File: config.mk
export PLATFORM = sky130hd
export DESIGN_NAME = card_clk_div
export DESIGN_NICKNAME = d
export VERILOG_FILES = /design/src/rtl/card_clk_div_pkg.sv /design/src/rtl/card_clk_div_ctrl.sv /design/src/rtl/card_clk_div_gen.sv /design/src/rtl/card_clk_div.sv
export SDC_FILE = /design/constraint.sdc
export NUM_CORES = 1
export LEC_CHECK = 0
export CAP_MARGIN = 20
export CORE_MARGIN = 2
export CORE_UTILIZATION = 61
export DETAILED_ROUTE_END_ITERATION = 10
export DONT_BUFFER_PORTS = 1
export GPL_TIMING_DRIVEN = 1
export PLACE_DENSITY = 0.77
export SLEW_MARGIN = 40
export SYNTH_ARGS = -nofsm -noshare
export SYNTH_HDL_FRONTEND = slang
export SYNTH_HIERARCHICAL = 1
export SYNTH_SLANG_ARGS = --single-unit
File: constraint.sdc
create_clock -name clk_i -period 3.7 [get_ports clk_i]
set_input_delay 0.555 -clock clk_i [delete_from_list [all_inputs] [get_ports clk_i]]
set_output_delay 0.555 -clock clk_i [all_outputs]
set_load 0.02 [all_outputs]
File: src/rtl/card_clk_div_pkg.sv
package card_clk_div_pkg;
  localparam int CMD_W = 3;
  typedef struct packed {
    logic start;
    logic upd_only;
    logic wait_prv;
  } ccd_cmd_t;
endpackage

File: src/rtl/card_clk_div_ctrl.sv
module card_clk_div_ctrl
  import card_clk_div_pkg::*;
#(
  parameter int DIV_W = 8
) (
  input  logic             clk_i,
  input  logic             rst_ni,
  input  logic             cmd_wr_i,
  input  ccd_cmd_t         cmd_i,
  input  logic [DIV_W-1:0] div_i,
  input  logic             en_i,
  input  logic             busy_i,
  input  logic             safe_i,
  input  logic             hle_clr_i,
  output logic             start_o,
  output logic             hle_o,
  output logic             apply_o,
  output logic [DIV_W-1:0] stg_div_o,
  output logic             stg_en_o
);
  logic req, reject, accept, pend_q, hle_q;

  assign req     = cmd_wr_i & cmd_i.start & cmd_i.upd_only;
  assign reject  = req & (pend_q | (busy_i & ~cmd_i.wait_prv));
  assign accept  = req & ~reject;
  assign apply_o = pend_q & ~busy_i & safe_i;

  always_ff @(posedge clk_i or negedge rst_ni) begin
    if (!rst_ni) begin
      pend_q    <= 1'b0;
      hle_q     <= 1'b0;
      stg_div_o <= '0;
      stg_en_o  <= 1'b0;
    end else begin
      if (accept) begin
        pend_q    <= 1'b1;
        stg_div_o <= div_i;
        stg_en_o  <= en_i;
      end else if (apply_o) begin
        pend_q <= 1'b0;
      end
      // set wins over clear
      if (reject)         hle_q <= 1'b1;
      else if (hle_clr_i) hle_q <= 1'b0;
    end
  end

  assign start_o = pend_q;
  assign hle_o   = hle_q;
endmodule

File: src/rtl/card_clk_div_gen.sv
module card_clk_div_gen #(
  parameter int DIV_W   = 8,
  parameter int RST_DIV = 1
) (
  input  logic             clk_i,
  input  logic             rst_ni,
  input  logic             apply_i,
  input  logic [DIV_W-1:0] div_i,
  input  logic             en_i,
  output logic             safe_o,
  output logic             card_clk_o,
  output logic             clk_q_o,
  output logic [DIV_W-1:0] div_o
);
  logic [DIV_W-1:0] div_q, cnt_q;
  logic             en_q, clk_q, bypass, last;

  assign bypass = (div_q == '0);
  assign last   = (cnt_q == DIV_W'(div_q - 1'b1));
  // low-phase end, gated or bypassed: no high pulse gets truncated
  assign safe_o = ~en_q | bypass | (~clk_q & last);

  always_ff @(posedge clk_i or negedge rst_ni) begin
    if (!rst_ni) begin
      div_q <= DIV_W'(RST_DIV);
      en_q  <= 1'b0;
      cnt_q <= '0;
      clk_q <= 1'b0;
    end else if (apply_i) begin
      div_q <= div_i;
      en_q  <= en_i;
      cnt_q <= '0;
      clk_q <= 1'b0;
    end else if (!en_q || bypass) begin
      cnt_q <= '0;
      clk_q <= 1'b0;
    end else if (last) begin
      cnt_q <= '0;
      clk_q <= ~clk_q;
    end else begin
      cnt_q <= cnt_q + 1'b1;
    end
  end

  assign card_clk_o = bypass ? (en_q & clk_i) : clk_q;
  assign clk_q_o    = clk_q;
  assign div_o      = div_q;
endmodule

File: src/rtl/card_clk_div.sv
module card_clk_div
  import card_clk_div_pkg::*;
#(
  parameter int DIV_W   = 8,
  parameter int RST_DIV = 1
) (
  input  logic             clk_i,
  input  logic             rst_ni,
  input  logic [DIV_W-1:0] div_i,
  input  logic             clk_en_i,
  input  logic             cmd_wr_i,
  input  logic [CMD_W-1:0] cmd_i,
  input  logic             data_busy_i,
  input  logic             hle_clr_i,
  output logic             card_clk_o,
  output logic             start_o,
  output logic             hle_o
);
  ccd_cmd_t         cmd;
  logic             apply, safe, stg_en, gen_clk;
  logic [DIV_W-1:0] stg_div, act_div;

  assign cmd = cmd_i;

  card_clk_div_ctrl #(.DIV_W(DIV_W)) u_ctrl (
    .clk_i     (clk_i),
    .rst_ni    (rst_ni),
    .cmd_wr_i  (cmd_wr_i),
    .cmd_i     (cmd),
    .div_i     (div_i),
    .en_i      (clk_en_i),
    .busy_i    (data_busy_i),
    .safe_i    (safe),
    .hle_clr_i (hle_clr_i),
    .start_o   (start_o),
    .hle_o     (hle_o),
    .apply_o   (apply),
    .stg_div_o (stg_div),
    .stg_en_o  (stg_en)
  );

  card_clk_div_gen #(.DIV_W(DIV_W), .RST_DIV(RST_DIV)) u_gen (
    .clk_i      (clk_i),
    .rst_ni     (rst_ni),
    .apply_i    (apply),
    .div_i      (stg_div),
    .en_i       (stg_en),
    .safe_o     (safe),
    .card_clk_o (card_clk_o),
    .clk_q_o    (gen_clk),
    .div_o      (act_div)
  );
endmodule

# [After elaboration in Yosys (flattened, before gate mapping)]
# Index checks and enable logic that the tools add are counted.
[word_totals] reg_bits=29 in_bits=17 out_inout_bits=3
[classes] n_reduce_logical=6 n_eq_ne=1 n_addsub=2 n_mux=11 bitwise_logic=17
[ops] operator="$mux W8" count=3
[ops] operator="$and A1 B1 Y1" count=9
[ops] operator="$add A8 B1 Y8 const B" count=1
[ops] operator="$eq A8 B8 Y1" count=1
[ops] operator="$logic_not A8 Y1" count=1
[ops] operator="$mux W1" count=8
[ops] operator="$sub A8 B1 Y8 const B" count=1
[ops] operator="$not A1 Y1" count=5
[ops] operator="$reduce_bool A2 Y1" count=2
[ops] operator="$or A1 B1 Y1" count=3
[ops] operator="$reduce_bool A3 Y1" count=1
[ops] operator="$logic_not A1 Y1" count=1
[ops] operator="$logic_or A1 B1 Y1" count=1

# [Longest topological paths before layout]
[depth] depth_word=7 mapped_depth=12 ltp_nobuf=11

# [Cells and area by module]
# The synthesis kept the hierarchy.
[modules_own_cells] module="card_clk_div_gen" seq_area_each_um2=451.7 area_each_um2=1014.7 cells_per_inst=99 n_inst=1
[modules_own_cells] module="card_clk_div_ctrl" seq_area_each_um2=275.3 area_each_um2=439.2 cells_per_inst=30 n_inst=1

==> impl_metrics.json <==
{
  "final_common_cell": "dfrtp_1",
  "worstSetupStartpointType": "register",
  "stdcell_area_sq_um": 1590,
  "dp.cells": 157,
  "wl_mm": 2.72,
  "vias": 1008,
  "seq_area_frac_synth_pct": 50.0,
  "cp.required_ps": 3990,
  "layout.nets": 161,
  "rsz0062_at_grt": "no",
  "finalHoldViolations": 0,
  "vdd_ir_drop_max_uv": 513,
  "antenna_cells": 0,
  "dpl.hpwl_mm": 1.95,
  "grt_usage_pct": 25.7,
  "routed_via_density": 5.93,
  "tightestPinTransition_ps": 629,
  "grt_max_degree": 30,
  "hold_class": "input port to register",
  "post-route-period-util_pct": 89.2,
  "io_buffers": 0,
  "gp_congestion": 0.902,
  "syn2layout_area_growth_pct": 9.64,
  "final_cell_mix": "dfrtp_1 (28), mux2_2 (16), nor3_1 (10)",
  "post-route-min-period_ps": 3300,
  "place_area_sq_um": 1490,
  "drt_first_pass_iters": 4,
  "cap_violations": 0,
  "final_cells": 170,
  "ys_warn_count": 6,
  "syn_area_per_cell_sq_um": 11.3,
  "start_util_pct": 65.1,
  "die_area_sq_um": 2790,
  "overflow": 0,
  "boundaryPins": 20,
  "synthCells": 129,
  "synthDistinctLibCells": 31,
  "drt_iter0_drc": 23,
  "cp.arrival_ps": 3590,
  "p_leak_nw": 0.674,
  "fin_setup_tns_ps": 0,
  "chipWidth_microns": 52.8,
  "finalMaxSlewViolations": 0,
  "cts_tree": "built",
  "finalSetupViolCount": 0,
  "fin_skew_ps": 11.2,
  "core_sq_um": 2230,
  "wire_per_inst_microns": 16.0,
  "power_density_nw_per_um2": 767,
  "grt_pass1_wl_mm": 4.76,
  "layout-drive-gt1-share_pct": 21.8,
  "grt_pass1_vias": 1043,
  "worst_skew_pair.late_latency_ps": 430,
  "post-route-drc-count": 0,
  "antenna_found_initial": 0,
  "status": "finished clean",
  "drtAntennaViolNets": 0,
  "relSlewSlack_pct": 57.6,
  "clk_pin_slew_ps": 90,
  "ctsResizeCount": 0,
  "syn_nets": 149,
  "synth.cell_area_sq_um": 1450,
  "cp-end-kind": "register",
  "post-route-util_pct": 71.4,
  "setup.worst_path.class": "register to register",
  "fmax_mhz": 303,
  "ys_seq_elements": 29,
  "die_h_microns": 52.8,
  "cp_max_fo": 13,
  "num_rows": 17
}
[worst paths after layout]
| path | endpoint | startpoint | slack, ps | cells after the start |
|---|---|---|---|---|
| worst min register to register | u_gen/en_q | u_ctrl/stg_en_o | 500 | 1 |
| min in group asynchronous | u_gen/cnt_q[7] | rst_ni | 560 | 2 |
| worst max register to register | u_gen/cnt_q[6] | u_gen/div_o[0] | 400 | 12 |
| worst max-delay path | u_gen/cnt_q[6] | u_gen/div_o[0] | 400 | 12 |
| max in group asynchronous | u_gen/div_o[0] | rst_ni | 2910 | 2 |
| worst min-delay path | u_ctrl/hle_o | hle_clr_i | 230 | 1 |
[registers in the layout, indices dropped and copies added (netlist names)]
| signal | flops |
|---|---|
| u_ctrl/stg_div_o | 8 |
| u_gen/cnt_q | 8 |
| u_gen/div_o | 8 |
| u_ctrl/hle_o | 1 |
| u_ctrl/start_o | 1 |
| u_ctrl/stg_en_o | 1 |
| u_gen/clk_q_o | 1 |
| u_gen/en_q | 1 |
[cell usage after synthesis]
cell type | count | share of area (%)
dfrtp_1 | 28 | 48
mux2_2 | 16 | 12
nor3_1 | 10 | 3.4
nand3_1 | 8 | 2.8
xor2_1 | 8 | 4.8
nor2_1 | 7 | 1.8
nand2_1 | 6 | 1.5
xnor2_1 | 6 | 3.6
a21oi_1 | 5 | 1.7
inv_1 | 5 | 1.3
o21ai_0 | 4 | 1.4
and3_1 | 3 | 1.3
ha_1 | 3 | 2.6
nor2b_1 | 2 | 0.86
o22ai_1 | 2 | 0.86
a211oi_4 | 1 | 1.4
a31o_1 | 1 | 0.60
a31oi_1 | 1 | 0.43
and3b_1 | 1 | 0.60
clkbuf_1 | 1 | 0.26
dfstp_2 | 1 | 1.8
nand3b_1 | 1 | 0.52
nand4b_1 | 1 | 0.60
nor3b_1 | 1 | 0.52
nor4_2 | 1 | 0.86
nor4_4 | 1 | 1.5
o21bai_1 | 1 | 0.52
o31ai_1 | 1 | 0.52
or2_2 | 1 | 0.43
or3_1 | 1 | 0.43
or4_1 | 1 | 0.52
[worst max-delay path, cell delays in order (launching register included)]
cell and delay, ps:
dfstp_2 580, inv_1 80, ha_1 260, nor2b_1 140, or3_1 340, a31o_1 270
or4_1 550, nand3_1 100, nand2_1 50, nor2_1 110, buf_4 200, nand3b_1 360
nor3_1 130
[per-layer routing]
| metal | GRT usage [%] | vias up | wire length [microns] |
|---|---|---|---|
| met5 | 0 | - | 0 |
| met4 | 15.0 | 0 | 59 |
| met3 | 10.0 | 6 | 106 |
| met2 | 38.1 | 26 | 1320 |
| met1 | 31.6 | 489 | 1230 |
| li1 | - | 487 | - |
[stage by stage]
step / power, mW / hold WS [ps] / setup WS (ps)
5_1_grt: 1.32 / 204 / 166
6_report: 1.22 / 225 / 401
4_1_cts: 1.23 / 205 / 419
3_5_place_dp: 0.996 / 260 / 461
2_1_floorplan: 0.891 / 259 / 496
3_3_place_gp: 0.969 / 260 / 545
[layout make-up]
class                   count  area, sq um
clock buffers              11         71.3
fillers                   164          639
inverters                   5         18.8
multi-input cells          94          704
flip-flops and latches     29          727
well taps                  28         35.0
repair buffers              3         37.5
[cell families after synthesis]
logic type / count (synthesis) / synth area share, %
buffers and inverters: 6 / 1.55
AND/OR/NAND/NOR: 45 / 17.6
XOR/XNOR: 14 / 8.43
adder cells (fa/ha/maj): 3 / 2.58
AO/OA/AOI/OAI: 16 / 7.40
flip-flops: 29 / 50.0
multiplexers: 16 / 12.4
[timing repair]
item / 4_1_cts / 5_1_grt
hold buffers: 2 / 0
hold endpoints to repair: 29 / 0
setup buffers: 0 / 0
[where the power goes]
group          switching, mW  internal (mW)  leakage (nW)  total [mW]
sequential             0.131          0.436         0.365       0.566
clock                  0.115          0.113        0.0440       0.228
combinational          0.213          0.215         0.265       0.428
total                  0.459          0.764         0.674        1.22
(Power assumes the default switching activity.)
